===== src/rtl/accel_i2c_pkg.sv =====
package accel_i2c_pkg;
  localparam int CTRL_W      = 4;
  localparam int FRAME_BYTES = 5;

  typedef enum logic [2:0] {
    S_IDLE,
    S_ADDR,
    S_REG,
    S_CTRL,
    S_READ,
    S_SKIP
  } link_state_e;
endpackage


===== src/rtl/i2c_line_sync.sv =====
module i2c_line_sync #(
  parameter int STAGES = 2
) (
  input  logic clk_i,
  input  logic rst_ni,
  input  logic scl_i,
  input  logic sda_i,
  output logic scl_o,
  output logic sda_o,
  output logic scl_rise_o,
  output logic scl_fall_o,
  output logic start_o,
  output logic stop_o
);
  logic [STAGES-1:0] scl_pipe, sda_pipe;
  logic scl_q, sda_q;

  always_ff @(posedge clk_i or negedge rst_ni) begin
    if (!rst_ni) begin
      scl_pipe <= '1;
      sda_pipe <= '1;
      scl_q    <= 1'b1;
      sda_q    <= 1'b1;
    end else begin
      scl_pipe <= {scl_pipe[STAGES-2:0], scl_i};
      sda_pipe <= {sda_pipe[STAGES-2:0], sda_i};
      scl_q    <= scl_pipe[STAGES-1];
      sda_q    <= sda_pipe[STAGES-1];
    end
  end

  assign scl_o      = scl_pipe[STAGES-1];
  assign sda_o      = sda_pipe[STAGES-1];
  assign scl_rise_o = scl_o & ~scl_q;
  assign scl_fall_o = ~scl_o & scl_q;
  // SDA edge while SCL stays high
  assign start_o    = scl_o & scl_q & sda_q & ~sda_o;
  assign stop_o     = scl_o & scl_q & ~sda_q & sda_o;
endmodule


===== src/rtl/accel_frame_shadow.sv =====
module accel_frame_shadow
  import accel_i2c_pkg::*;
#(
  parameter int SAMPLE_W = 12
) (
  input  logic                clk_i,
  input  logic                rst_ni,
  input  logic                capture_i,
  input  logic [CTRL_W-1:0]   ctrl_i,
  input  logic [SAMPLE_W-1:0] x_i,
  input  logic [SAMPLE_W-1:0] temp_i,
  input  logic [SAMPLE_W-1:0] y_i,
  input  logic [2:0]          sel_i,
  output logic [7:0]          byte_o
);
  localparam int WORD_W = 16;
  localparam int PAD_W  = WORD_W - SAMPLE_W;

  logic [7:0] shadow_q [FRAME_BYTES];
  logic [7:0] fresh    [FRAME_BYTES];
  logic [SAMPLE_W-1:0] xt_sel;
  logic [WORD_W-1:0]   xt_word, y_word;

  assign xt_sel  = ctrl_i[3] ? temp_i : x_i;
  assign xt_word = {{PAD_W{1'b0}}, xt_sel};
  assign y_word  = {{PAD_W{1'b0}}, y_i};

  always_comb begin
    fresh[0] = {{(8-CTRL_W){1'b0}}, ctrl_i};
    fresh[1] = xt_word[15:8];
    fresh[2] = xt_word[7:0];
    fresh[3] = y_word[15:8];
    fresh[4] = y_word[7:0];
  end

  for (genvar g = 0; g < FRAME_BYTES; g++) begin : g_slot
    always_ff @(posedge clk_i or negedge rst_ni) begin
      if (!rst_ni)        shadow_q[g] <= '0;
      else if (capture_i) shadow_q[g] <= fresh[g];
    end
  end

  assign byte_o = (int'(sel_i) < FRAME_BYTES) ? shadow_q[sel_i] : 8'h00;
endmodule


===== src/rtl/i2c_byte_engine.sv =====
module i2c_byte_engine
  import accel_i2c_pkg::*;
#(
  parameter logic [3:0] ADDR_PREFIX = 4'b0010
) (
  input  logic              clk_i,
  input  logic              rst_ni,
  input  logic              scl_i,
  input  logic              sda_i,
  input  logic              scl_rise_i,
  input  logic              scl_fall_i,
  input  logic              start_i,
  input  logic              stop_i,
  input  logic [2:0]        strap_i,
  input  logic [7:0]        frame_i,
  output logic [2:0]        sel_o,
  output logic              capture_o,
  output logic              sda_oe_o,
  output logic [CTRL_W-1:0] ctrl_o
);
  localparam logic [2:0] LAST_IDX = 3'(FRAME_BYTES - 1);

  link_state_e        st_q;
  logic [3:0]         bit_cnt_q;
  logic [7:0]         sh_q;
  logic [2:0]         idx_q;
  logic               rnw_q, mst_ack_q, oe_q;
  logic [CTRL_W-1:0]  ctrl_q;
  logic               active, addr_hit;

  assign active    = (st_q != S_IDLE) && (st_q != S_SKIP);
  assign addr_hit  = (sh_q[7:1] == {ADDR_PREFIX, strap_i});
  assign capture_o = scl_fall_i && !start_i && !stop_i && st_q == S_ADDR &&
                     bit_cnt_q == 4'd8 && addr_hit && sh_q[0];
  assign sel_o     = (st_q == S_READ) ? 3'(idx_q + 3'd1) : 3'd0;
  assign sda_oe_o  = oe_q;
  assign ctrl_o    = ctrl_q;

  always_ff @(posedge clk_i or negedge rst_ni) begin
    if (!rst_ni) begin
      st_q      <= S_IDLE;
      bit_cnt_q <= '0;
      sh_q      <= '0;
      idx_q     <= '0;
      rnw_q     <= 1'b0;
      mst_ack_q <= 1'b0;
      oe_q      <= 1'b0;
      ctrl_q    <= '0;
    end else if (start_i) begin
      st_q      <= S_ADDR;
      bit_cnt_q <= '0;
      oe_q      <= 1'b0;
    end else if (stop_i) begin
      st_q      <= S_IDLE;
      bit_cnt_q <= '0;
      oe_q      <= 1'b0;
    end else if (scl_rise_i && active) begin
      if (bit_cnt_q < 4'd8 && st_q != S_READ) sh_q <= {sh_q[6:0], sda_i};
      if (bit_cnt_q == 4'd8) mst_ack_q <= ~sda_i;
      bit_cnt_q <= bit_cnt_q + 4'd1;
    end else if (scl_fall_i && active) begin
      if (bit_cnt_q == 4'd8) begin
        // eighth bit done: open the acknowledge slot
        unique case (st_q)
          S_ADDR: if (addr_hit) begin
                    oe_q  <= 1'b1;
                    rnw_q <= sh_q[0];
                  end else st_q <= S_SKIP;
          S_REG:  if (sh_q == 8'h00) oe_q <= 1'b1;
                  else st_q <= S_SKIP;
          S_CTRL: begin
                    ctrl_q <= sh_q[CTRL_W-1:0];
                    oe_q   <= 1'b1;
                  end
          default: oe_q <= 1'b0;
        endcase
      end else if (bit_cnt_q == 4'd9) begin
        bit_cnt_q <= '0;
        oe_q      <= 1'b0;
        unique case (st_q)
          S_ADDR: if (rnw_q) begin
                    st_q  <= S_READ;
                    idx_q <= '0;
                    sh_q  <= frame_i;
                    oe_q  <= ~frame_i[7];
                  end else st_q <= S_REG;
          S_REG:  st_q <= S_CTRL;
          S_CTRL: st_q <= S_SKIP;
          default: if (mst_ack_q && idx_q < LAST_IDX) begin
                    idx_q <= idx_q + 3'd1;
                    sh_q  <= frame_i;
                    oe_q  <= ~frame_i[7];
                  end else st_q <= S_SKIP;
        endcase
      end else if (st_q == S_READ) begin
        sh_q <= {sh_q[6:0], 1'b0};
        oe_q <= ~sh_q[6];
      end
    end
  end

  p_oe_scl_low_r10: assert property (@(posedge clk_i) disable iff (!rst_ni)
    !$stable(oe_q) |-> $past(!scl_i));
  p_ctrl_write_r4: assert property (@(posedge clk_i) disable iff (!rst_ni)
    !$stable(ctrl_q) |-> $past(st_q == S_CTRL));
  p_quiet_when_off_r8: assert property (@(posedge clk_i) disable iff (!rst_ni)
    (st_q == S_IDLE || st_q == S_SKIP) |-> !oe_q);
  p_bit_cnt_range_r1: assert property (@(posedge clk_i) disable iff (!rst_ni)
    bit_cnt_q <= 4'd9);
  p_burst_len_r5: assert property (@(posedge clk_i) disable iff (!rst_ni)
    idx_q <= LAST_IDX);
  p_start_rearms_r1: assert property (@(posedge clk_i) disable iff (!rst_ni)
    start_i |=> (st_q == S_ADDR && bit_cnt_q == 4'd0));
endmodule


===== src/rtl/accel_i2c_target.sv =====
module accel_i2c_target
  import accel_i2c_pkg::*;
#(
  parameter logic [3:0] ADDR_PREFIX = 4'b0010,
  parameter int         SAMPLE_W    = 12,
  parameter int         SYNC_STAGES = 2
) (
  input  logic                clk_i,
  input  logic                rst_ni,
  input  logic                scl_i,
  input  logic                sda_i,
  output logic                sda_oe_o,
  input  logic [2:0]          strap_i,
  input  logic [SAMPLE_W-1:0] x_i,
  input  logic [SAMPLE_W-1:0] temp_i,
  input  logic [SAMPLE_W-1:0] y_i,
  output logic [CTRL_W-1:0]   ctrl_o
);
  logic scl_s, sda_s, scl_rise, scl_fall, start_ev, stop_ev, capture;
  logic [2:0] sel;
  logic [7:0] frame_byte;

  i2c_line_sync #(.STAGES(SYNC_STAGES)) u_sync (
    .clk_i, .rst_ni, .scl_i, .sda_i,
    .scl_o(scl_s), .sda_o(sda_s),
    .scl_rise_o(scl_rise), .scl_fall_o(scl_fall),
    .start_o(start_ev), .stop_o(stop_ev)
  );

  accel_frame_shadow #(.SAMPLE_W(SAMPLE_W)) u_frame (
    .clk_i, .rst_ni,
    .capture_i(capture), .ctrl_i(ctrl_o),
    .x_i, .temp_i, .y_i,
    .sel_i(sel), .byte_o(frame_byte)
  );

  i2c_byte_engine #(.ADDR_PREFIX(ADDR_PREFIX)) u_engine (
    .clk_i, .rst_ni,
    .scl_i(scl_s), .sda_i(sda_s),
    .scl_rise_i(scl_rise), .scl_fall_i(scl_fall),
    .start_i(start_ev), .stop_i(stop_ev),
    .strap_i, .frame_i(frame_byte),
    .sel_o(sel), .capture_o(capture),
    .sda_oe_o, .ctrl_o
  );
endmodule


===== config.mk =====
export PLATFORM = sky130hd
export DESIGN_NAME = accel_i2c_target
export DESIGN_NICKNAME = d
export VERILOG_FILES = /design/src/rtl/accel_i2c_pkg.sv /design/src/rtl/i2c_line_sync.sv /design/src/rtl/accel_frame_shadow.sv /design/src/rtl/i2c_byte_engine.sv /design/src/rtl/accel_i2c_target.sv
export SDC_FILE = /design/constraint.sdc
export NUM_CORES = 1
export LEC_CHECK = 0
export ABC_AREA = 0
export BUFFER_PORTS_ARGS = -buffer_cell sky130_fd_sc_hd__buf_2
export CORE_MARGIN = 5
export CORE_UTILIZATION = 50
export DETAILED_ROUTE_END_ITERATION = 10
export GPL_ROUTABILITY_DRIVEN = 0
export PLACE_DENSITY = 0.71
export SLEW_MARGIN = 25
export SYNTH_ARGS = -nofsm -noshare
export SYNTH_HDL_FRONTEND = slang
export SYNTH_SLANG_ARGS = --single-unit

===== constraint.sdc =====
create_clock -name clk_i -period 5.7 [get_ports clk_i]
set_input_delay 0.285 -clock clk_i [delete_from_list [all_inputs] [get_ports clk_i]]
set_output_delay 0.285 -clock clk_i [all_outputs]
set_load 0.005 [all_outputs]

Word-level counts from Yosys, hierarchy flattened
Cells that the tools add are included.
Widths: inputs -> output; s select.
{"block": "op_classes", "addsub": 2, "mul": 0, "n_div": 0, "magnitude_cmp": 4, "eq_ne": 23, "n_shift": 0, "mux": 49, "n_bitwise": 19, "reduce_logical": 32}
{"operator": "$mux 8", "n": 11}
{"operator": "$mux 3", "n": 13}
{"operator": "$bmux 8 s3", "n": 1}
{"operator": "$mux 4", "n": 6}
{"operator": "$reduce_and 9->1", "n": 2}
{"operator": "$pmux 8 s2", "n": 1}
{"operator": "$ne 5x3->1 const B", "n": 3}
{"operator": "$reduce_and 7->1", "n": 2}
{"operator": "$mux 12", "n": 1}
{"operator": "$pmux 3 s2", "n": 2}
{"operator": "$reduce_bool 4->1", "n": 3}
{"operator": "$logic_and 1x1->1", "n": 11}
{"operator": "$mux 1", "n": 11}
{"operator": "$not 1->1", "n": 11}
{"operator": "$ne 5x2->1 const B", "n": 2}
{"operator": "$pmux 3 s3", "n": 1}
{"operator": "$reduce_bool 3->1", "n": 3}
{"operator": "$eq 4x4->1 const B", "n": 2}
{"operator": "$logic_not 8->1", "n": 1}
{"operator": "$ne 4x2->1 const B", "n": 2}
{"operator": "$and 1x1->1", "n": 7}
{"operator": "$eq 7x5->1", "n": 1}
{"operator": "$ne 7x4->1 const B", "n": 1}
{"operator": "$eq 3x2->1 const B", "n": 2}
{"operator": "24 further kinds", "n": 29}
{"block": "totals", "register_bits": 59, "latch_bits": 0, "ramBits": 0, "mem_bits_ro": 0, "input_bits": 43, "output_inout_bits": 5, "wordCells": 146, "n_memories": 0}

Longest topological paths before layout
Gate-level depths: netlist (run 1).
{"block": "logic_depth", "word_depth": 16, "depth_mapped": 8, "ltp_nobuf": 7}

By module
From an unflattened synthesis (run 1), not the netlist that was laid out.
{"block": "unflattened", "hier_cells": 293, "area_unflattened_um2": 3229.3}
{"mod": "i2c_byte_engine", "n_inst": 1, "cells_per_inst": 164, "area_per_inst_um2": 1644.1, "seq_area_each_um2": 625.6}
{"mod": "accel_frame_shadow", "n_inst": 1, "cells_per_inst": 119, "area_per_inst_um2": 1395.1, "seq_area_each_um2": 700.7}
{"mod": "i2c_line_sync", "n_inst": 1, "cells_per_inst": 10, "area_per_inst_um2": 190.2, "seq_area_each_um2": 157.7}

Worst setup path before layout (run 1)
OpenSTA, ideal clock, no wires.
{"block": "synth_timing", "path_kind": "register -> register", "start": "register u_engine.bit_cnt_q[1]", "end": "register u_engine.sh_q[1]", "setup_ps": 125, "arrival_ps": 1869, "t_required_ps": 5575, "path_slack_ps": 3706, "path_stages_with_launch": 7, "n_path_buf": 0, "synth_period_minus_slack_ps": 1994, "path_cell_list": "dfrtp_1 inv_1 ha_1 nand3b_1 nor4b_1 o41ai_4 mux2_2"}
{"block": "synth_between", "elab_chain_cells": 5, "elab_cells_between_ends": 15, "classes_between": "order compare: 1; eq/ne: 7; mux: 4; reduce/logical: 3"}
{"item": "from (decl)", "line_no": "i2c_byte_engine.sv:24", "source": "logic [3:0] bit_cnt_q;"}
{"item": "from (signal assigned)", "line_no": "i2c_byte_engine.sv:60", "source": "bit_cnt_q <= bit_cnt_q + 4'd1;"}
{"item": "branches (longest 5 deep; another with $lt 4x4->1)"}
{"item": "to (signal assigned)", "line_no": "i2c_byte_engine.sv:58", "source": "if (bit_cnt_q < 4'd8 && st_q != S_READ) sh_q <= {sh_q[6:0], sda_i};"}
{"item": "to (signal assigned)", "line_no": "i2c_byte_engine.sv:84", "source": "sh_q <= frame_i;"}
{"item": "to (signal assigned)", "line_no": "i2c_byte_engine.sv:91", "source": "sh_q <= frame_i;"}
{"item": "to (decl)", "line_no": "i2c_byte_engine.sv:25", "source": "logic [7:0] sh_q;"}
Parallel ways; which one is timed is not known. The select of a mux whose other input is x is not followed.
A chain may end at the register's enable or synchronous reset.

Worst setup path after layout (run 1)
{"block": "layout_timing", "start": "register u_engine.st_q[1]", "end": "register u_engine.sh_q[3]"}
{"block": "layout_between", "elab_chain_cells": 13, "elab_cells_between_ends": 34, "classes_between": "order compare: 1; eq/ne: 11; mux: 12; bitwise: 1; reduce/logical: 9"}
{"item": "from (decl)", "line_no": "i2c_byte_engine.sv:23", "source": "link_state_e st_q;"}
{"item": "from (signal assigned)", "line_no": "i2c_byte_engine.sv:41", "source": "st_q <= S_IDLE;"}
{"item": "from (signal assigned)", "line_no": "i2c_byte_engine.sv:50", "source": "st_q <= S_ADDR;"}
{"item": "from (signal assigned)", "line_no": "i2c_byte_engine.sv:54", "source": "st_q <= S_IDLE;"}
{"item": "$eq 3x3->1", "line_no": "i2c_byte_engine.sv:35, i2c_byte_engine.sv:95"}
{"item": "$mux 3", "line_no": "i2c_byte_engine.sv:35", "source": "assign sel_o = (st_q == S_READ) ? 3'(idx_q + 3'd1) : 3'd0;"}
{"item": "$not 3->4 (implied by the code)", "line_no": "accel_frame_shadow.sv:43", "source": "assign byte_o = (int'(sel_i) < FRAME_BYTES) ? shadow_q[sel_i] : 8'h00;"}
{"item": "$bmux 8 s3", "line_no": "accel_frame_shadow.sv:43"}
{"item": "$mux 8 (implied by the code) (2 in a row)", "line_no": "accel_frame_shadow.sv:43"}
{"item": "$mux 8", "line_no": "accel_frame_shadow.sv:43"}
{"item": "$mux 8 (on tied branches)", "line_no": "i2c_byte_engine.sv:89, i2c_byte_engine.sv:81"}
{"item": "$pmux 8 s2", "line_no": "i2c_byte_engine.sv:80", "source": "unique case (st_q)"}
{"item": "$mux 8", "line_no": "i2c_byte_engine.sv:77", "source": "end else if (bit_cnt_q == 4'd9) begin"}
{"item": "$mux 8", "line_no": "i2c_byte_engine.sv:62", "source": "if (bit_cnt_q == 4'd8) begin"}
{"item": "$mux 8", "line_no": "i2c_byte_engine.sv:61", "source": "end else if (scl_fall_i && active) begin"}
{"item": "$mux 8", "line_no": "i2c_byte_engine.sv:57", "source": "end else if (scl_rise_i && active) begin"}
Several ways; a longest one is shown, not always the timed one. The select of a mux whose other input is x is not followed.

==> results of run 1 <==
-- sequential cells by signal, summed over array words and instances (netlist names) --
register and cells:
u_engine.bit_cnt_q 4, u_engine.ctrl_o 4, u_engine.idx_q 3, u_engine.mst_ack_q 1, u_engine.rnw_q 1, u_engine.sda_oe_o 1
u_engine.sh_q 8, u_engine.st_q 3, u_frame.shadow_q 28, u_sync.scl_pipe 2, u_sync.scl_q 1, u_sync.sda_pipe 2
u_sync.sda_q 1
-- power groups by stage --
stage	Clock (uW)	Sequential (uW)	Combinational [uW]
final	478	529	202
after global routing	505	536	229
after CTS	486	527	203
after detailed placement	0	535	202
after global placement	0	533	196
after floorplan	0	503	166
-- through the flow --
step	utilization	total power (uW)	cells	area [um^2]	worst slack (ns)
floorplan	-	669	295	3160	3.71
global placement	0.550	730	406	3430	3.22
detailed placement	0.550	737	406	3430	3.18
CTS	0.589	1220	422	3680	3.16
global route	0.589	1270	422	3680	3.01
finish	0.589	1210	422	3680	3.14
-- cells by family (layout without fill, tap and decap cells) --
kind of cell               Yosys count  count (layout)
AOI/OAI and AO/OA                   69              69
adders and majority gates            4               4
DFF                                 59              59
xor gates and xnor gates             8               8
muxes                               43              43
buffers and inverters               21              71
and+or+nand+nor                     91              91
-- routing by layer --
layer  global-route usage  vias to the layer above  wire [um]
met5                    0                        -          0
met1                0.268                     1171       3330
met3               0.0581                       12        416
met4               0.0704                        0        118
met2                0.275                       60       3220
li1                     -                     1186          -
-- cells in the final DEF, fill, tap and decap left out, drive strengths merged, types with 4 or more instances in the layout --
cell	instances
dfrtp	53
nor2	27
nand2	18
nor4	6
mux2i	18
or4	5
and3	4
dfstp	6
inv	7
or3	4
ha	4
a31oi	14
xnor2	5
nor2b	5
mux2	25
o21ai	11
a21oi	23
clkbuf	10
buf	49
-- how the worst max path moves through the flow --
stage	start	end	cells past startpoint
2_1_floorplan	u_engine.bit_cnt_q[1]$_DFFE_PN0P_	u_engine.sh_q[1]$_DFFE_PN0P_	6
3_3_place_gp	u_engine.st_q[1]$_DFFE_PN0P_	u_engine.sh_q[3]$_DFFE_PN0P_	4
3_5_place_dp	u_engine.st_q[2]$_DFFE_PN0P_	u_engine.sh_q[3]$_DFFE_PN0P_	4
4_1_cts	u_engine.st_q[2]$_DFFE_PN0P_	u_engine.sh_q[3]$_DFFE_PN0P_	4
5_1_grt	u_engine.st_q[2]$_DFFE_PN0P_	u_engine.sh_q[2]$_DFFE_PN0P_	4
6_report	u_engine.st_q[1]$_DFFE_PN0P_	u_engine.sh_q[3]$_DFFE_PN0P_	4
-- cell type report --
class	count	area (um^2)	area share
multi-input cells	215	1580	0.429
inverters	6	22.5	0.00612
clock buffers	10	138	0.0374
repair buffers	49	250	0.0680
well taps	77	96.3	0.0262
flip-flops and latches	59	1480	0.403
clock inverters	6	111	0.0303
==> results.py, run 1 <==
metrics = {
    "critical_path": {
        "critPathMaxFanout": 16,
        "r2r_end": "u_engine.sh_q[3]$_DFFE_PN0P_",
        "criticalPathCategory": "register to register",
        "cpLargestDelayFamily": "simple AND/OR/NAND/NOR gates",
        "start_kind": "register",
        "cp_cell_sequence": "or3b_1 > and2_4 > o41ai_4 > mux2_2",
        "crit_required_ns": 5.93,
        "max_stage_delay_ns": 0.63,
        "cp.arrival_ns": 2.79,
        "reg2reg_from": "u_engine.st_q[1]$_DFFE_PN0P_",
        "cp_slowest_cell": "o41ai_4",
        "cp-end-kind": "register",
        "r2r_setup_slack_ns": 3.14,
        "crit_buf_inv": 0,
        "rr_worst_depth": 4,
    },
    "power_and_ir_drop": {
        "p_clk_frac": 0.396,
        "seq_power_share": 0.437,
        "irDropWorstVdd_mv": 0.253,
        "p_sw_frac": 0.291,
        "leakagePower_uw": 0.00162,
        "p_sw_uw": 352,
        "cellInternalPower_uw": 857,
        "comb_power_share": 0.167,
        "powerDensity_nw_per_um2": 329,
    },
    "floorplanning": {
        "die_w_um": 89.5,
        "io_pins": 48,
        "start_util": 0.506,
        "core_um2": 6240,
        "die_h_um": 89.5,
        "core.rowCount": 29,
        "die_area_um2": 8010,
    },
    "clock_network": {
        "cts_max_level": 3,
        "cts_hold_buffers": 0,
        "clockBufferDepth": 2,
        "cts_made_buffers": 9,
        "cts-root-buf": "clkbuf_8",
        "clk_latency_ns": 0.34,
        "clkSinkCount": 59,
        "clk_pin_slew_ns": 0.07,
        "cts_tree": "built",
        "cts_resized": 0,
        "postCtsSetupRepairBufs": 0,
    },
    "worst_hold_path": {
        "min_to": "u_sync.scl_pipe[0]$_DFF_PN1_",
        "hold_start": "scl_i",
        "min_path_cells": 1,
        "min_path_type": "primary input to register",
    },
    "synthesis": {
        "synth_warnings": 0,
        "synth_edf_count": 0,
        "synth_top_family_by_area": "simple AND/OR/NAND/NOR gates",
        "ys_top_cells_by_count": "dfrtp_1, nor2_1, mux2_2",
        "ys_seq_area_frac": 0.470,
        "synthesis.nets": 342,
        "synth.distinct_cells": 54,
        "syn_inst": 295,
        "synth_area_um2": 3160,
        "synth_most_common_cell": "dfrtp_1",
        "synthAdderAreaFrac": 0.0158,
        "yosys.area_share.simple": 0.156,
        "yosys.area.top_type_share": 0.420,
        "synthTopCellsByArea": "dfrtp_1, mux2_2, mux2i_1",
        "synth-compound-area-share": 0.150,
        "synthXorXnorAreaFrac": 0.0281,
        "synth.area.mux_share": 0.146,
        "ys_ff_latch": 59,
        "synthFlopType": "dfrtp_1",
        "synth_area_per_cell_um2": 10.7,
        "yosysTopAreaCell": "dfrtp_1",
        "async_reset_ff_frac": 1.00,
    },
    "global_route": {
        "grt_pass1_vias": 2374,
        "grt_antenna_before_repair": 0,
        "grt-ovfl-total": 0,
        "grt_max_degree": 60,
        "track_usage": 0.190,
        "grt_pass1_wl_mm": 11.5,
    },
    "timing": {
        "slew_headroom": 0.493,
        "fmax_ghz": 0.390,
        "fin_worst_skew_ns": 0.0105,
        "drv_slew": 0,
        "fin_hold_ws_ns": 0.0432,
        "worstMarginPinSlew_ns": 0.761,
        "hold_viol": 0,
        "setup_tns_ns": 0,
        "rsz0062_at_grt": "false",
        "fin_crit_sh": 0.449,
        "post-route-min-period_ns": 2.56,
        "setup_violations": 0,
    },
    "finish": {
        "final_nets": 387,
        "antenna_cells": 0,
        "num-fill-cells": 538,
        "syn_to_final_growth_pct": 16.4,
        "drive_gt1_frac": 0.299,
    },
    "drt": {
        "routedWlPerCell_um": 16.8,
        "vias": 2429,
        "first_iter_violations": 108,
        "drc": 0,
        "wirelength_mm": 7.08,
        "drtAntennaViolNets": 0,
        "viasPerCell": 5.76,
        "drt_first_pass_iters": 4,
    },
    "run": {
        "drv_cap": 0,
    },
    "place": {
        "place_hpwl_mm": 5.04,
        "port_buffers": 47,
    },
    "run_status": {
        "status": "complete, no violations",
    },
}
Note: power is estimated with default switching activity, not from simulation.
==> run 2, diff against run 1 <==
--- a/config.mk
+++ b/config.mk
@@ -5,13 +5,13 @@
 export SDC_FILE = /design/constraint.sdc
 export NUM_CORES = 1
 export LEC_CHECK = 0
-export ABC_AREA = 0
+export ABC_AREA = 1
 export BUFFER_PORTS_ARGS = -buffer_cell sky130_fd_sc_hd__buf_2
 export CORE_MARGIN = 5
 export CORE_UTILIZATION = 50
 export DETAILED_ROUTE_END_ITERATION = 10
 export GPL_ROUTABILITY_DRIVEN = 0
-export PLACE_DENSITY = 0.71
+export PLACE_DENSITY = 0.73
 export SLEW_MARGIN = 25
 export SYNTH_ARGS = -nofsm -noshare
 export SYNTH_HDL_FRONTEND = slang
==> constraint.sdc (replaced) <==
create_clock -name clk_i -period 2.2 [get_ports clk_i]
set_input_delay 0.11 -clock clk_i [delete_from_list [all_inputs] [get_ports clk_i]]
set_output_delay 0.11 -clock clk_i [all_outputs]
set_load 0.005 [all_outputs]
==> run 2 against run 1 <==
Via count rose by 28%. Sequential power grew to 2.5 times the previous value. Total power grew to 2.6 times the previous value. Critical path type unchanged. Maximum frequency grew 36%. First-iteration DRC count increased to 2.8 times the previous value. Hold slack lost 0.041 ns. Sequential share of layout area is 2.8 points lower. Final cell count increased by 39%. Largest cell class unchanged. Synthesized area rose by 6.5%. Combinational power grew to 3.6 times the previous value. Routed wire length grew 11%.
==> results.py, run 2 <==
metrics = {
    "finish": {
        "final_nets": 550,
        "mostFrequentLayoutCells": "nand2_1, dfrtp_1, buf_2, inv_1, o21ai_1",
        "drive_gt1_frac": 0.215,
        "final_common_cell": "nand2_1",
        "syn_to_final_growth_pct": 17.4,
        "top_register": "u_frame.shadow_q",
        "largest_register_ffs": 28,
        "fin_area_um2": 3950,
        "seq_area_um2": 1480,
        "reg_top3": "u_frame.shadow_q: 28 flops, u_engine.sh_q: 8 flops",
        "num-fill-cells": 613,
        "antenna_cells": 0,
        "multiInputGateArea_um2": 1580,
    },
    "floorplanning": {
        "start_util": 0.504,
        "die_area_um2": 8470,
        "die_h_um": 92.0,
        "core.rowCount": 30,
        "die_w_um": 92.0,
        "core_um2": 6680,
        "io_pins": 48,
    },
    "synthesis": {
        "ys_ff_latch": 59,
        "synthTopCellsByArea": "dfrtp_1, nand2_1, o21ai_1",
        "synth_top_family_by_area": "simple AND/OR/NAND/NOR gates",
        "async_reset_ff_frac": 1.00,
        "yosys.area_share.simple": 0.327,
        "synth.distinct_cells": 31,
        "syn_inst": 445,
        "synth_edf_count": 0,
        "synth_most_common_cell": "nand2_1",
        "yosys.area.top_type_share": 0.394,
        "synth-compound-area-share": 0.0870,
        "synth_warnings": 0,
        "synthesis.nets": 492,
        "synth_area_um2": 3370,
        "yosysTopAreaCell": "dfrtp_1",
        "synth.area.mux_share": 0.0357,
        "ys_top_cells_by_count": "nand2_1, dfrtp_1, inv_1",
        "synth_area_per_cell_um2": 7.56,
        "synthFlopType": "dfrtp_1",
        "synthAdderAreaFrac": 0.0149,
        "ys_seq_area_frac": 0.441,
        "synthXorXnorAreaFrac": 0.00520,
    },
    "global_route": {
        "grt_antenna_before_repair": 0,
        "grt-ovfl-total": 0,
        "grt_pass1_wl_mm": 13.4,
        "track_usage": 0.197,
        "grt_max_degree": 57,
        "grt_pass1_vias": 2910,
    },
    "drt": {
        "wirelength_mm": 7.85,
        "viasPerCell": 5.28,
        "drt_first_pass_iters": 5,
        "vias": 3104,
        "first_iter_violations": 304,
        "dr_wl_met3_um": 388,
        "m1WireLength_mm": 3.66,
        "drtAntennaViolNets": 0,
        "top_layer_used": "met4",
        "dr_wl_met2_mm": 3.62,
        "drc": 0,
        "routedWlPerCell_um": 13.3,
    },
    "timing": {
        "slew_headroom": 0.641,
        "fin_worst_skew_ns": 0.00714,
        "setup_violations": 0,
        "setup_tns_ns": 0,
        "fin_crit_sh": 0.855,
        "hold_viol": 0,
        "post-route-min-period_ns": 1.88,
        "fmax_ghz": 0.532,
        "drv_slew": 0,
        "worstMarginPinSlew_ns": 0.539,
        "rsz0062_at_grt": "false",
    },
    "clock_network": {
        "cts_resized": 0,
        "cts_max_level": 3,
        "clockBufferDepth": 2,
        "cts-root-buf": "clkbuf_8",
        "cts_tree": "built",
        "clk_latency_ns": 0.34,
        "postCtsSetupRepairBufs": 0,
        "cts_made_buffers": 9,
        "clkSinkCount": 59,
        "clk_pin_slew_ns": 0.07,
    },
    "worst_hold_path": {
        "min_path_type": "primary input to register",
    },
    "critical_path": {
        "start_kind": "register",
        "criticalPathCategory": "register to register",
        "critPathMaxFanout": 10,
        "cp.arrival_ns": 2.11,
        "cp-end-kind": "register",
        "crit_required_ns": 2.43,
    },
    "place": {
        "placed_area_um2": 3670,
        "place_hpwl_mm": 5.91,
        "port_buffers": 47,
    },
    "power_and_ir_drop": {
        "irDropWorstVdd_mv": 0.442,
        "leakagePower_uw": 0.00202,
        "powerDensity_nw_per_um2": 783,
    },
    "run_status": {
        "status": "complete, no violations",
    },
    "run": {
        "drv_cap": 0,
    },
}
[run 2: cell types whose count changed in the layout (fill, tap and decap cells not counted), moves of 6 or more]
cell / change
a21oi_1: -14
a31oi_1: -13
inv_1: +38
nand4_1: +14
nor2_2: +6
inv_2: +14
nand2_1: +126
o21ai_1: +36
mux2_2: -25
nand3_1: +29
mux2i_1: -6
dlygate4sd3_1: +7
[run 2: final timing paths]
check / slack [ns] / cells past startpoint / startpoint / end
min in group asynchronous: 0.22 / 2 / rst_ni / u_frame.shadow_q[1]$_DFFE_PN0P_
min: 0.002 / 3 / y_i[4] / u_frame.shadow_q[4]$_DFFE_PN0P_
max reg2reg: 0.32 / 9 / u_engine.idx_q[0]$_DFFE_PN0P_ / u_engine.sh_q[6]$_DFFE_PN0P_
min reg2reg: 0.36 / 0 / u_sync.scl_pipe[0]$_DFF_PN1_ / u_sync.scl_pipe[1]$_DFF_PN1_
max in group asynchronous: 1.30 / 3 / rst_ni / u_sync.scl_pipe[1]$_DFF_PN1_
max: 0.32 / 9 / u_engine.idx_q[0]$_DFFE_PN0P_ / u_engine.sh_q[6]$_DFFE_PN0P_
[run 2: power by group]
part	leakage (uW)	internal, uW	switching, uW
logic	0.00114	257	463
registers	0.000777	1200	128
clock network	0.000107	616	428
total	0.00202	2080	1020
[run 2: metal layers]
layer / vias to the layer above / track usage
met3: 20 / 0.0312
met1: 1436 / 0.276
met2: 104 / 0.302
li1: 1544 / -
met4: 0 / 0.0804
met5: - / 0
[run 2: cell families after synthesis]
logic type      count (synthesis)
mux                            12
xor+xnor                        2
compound gates                 56
fa+ha+maj                       4
flops                          59
buf+inv                        71
simple gates                  241
[run 2: per-stage QoR]
stage                     instances  hold WS (ns)  setup slack (ns)  power [uW]  utilization
after global routing            588       0.00639             0.173        3280        0.591
final                           588       0.00204             0.319        3090        0.591
after detailed placement        565        0.0452             0.351        2050        0.550
after floorplan                 445        -0.186             0.618        1830            -
after CTS                       588     0.0000558             0.335        3100        0.591
after global placement          565        0.0435             0.444        2020        0.550
[run 2: cell type report]
cell class | instances | area share
multi-input cells | 315 | 0.400
flip-flops and latches | 59 | 0.376
repair buffers | 59 | 0.0900
inverters | 59 | 0.0561
clock buffers | 14 | 0.0437
well taps | 80 | 0.0253
clock inverters | 2 | 0.00887
[run 2: repair_timing]
action                     CTS  global route
hold buffers                 7             0
setup endpoints to repair    0             0
hold endpoints to repair    21             0
[run 2: critical path: stages, from the launching register on]
cell     delay, ns
dfrtp_1       0.50
ha_1          0.27
xor2_1        0.31
nand2_2       0.16
o21ai_1       0.19
nor2_1        0.09
nand2_1       0.09
nand2_1       0.06
nand2_1       0.05
nand2_1       0.05
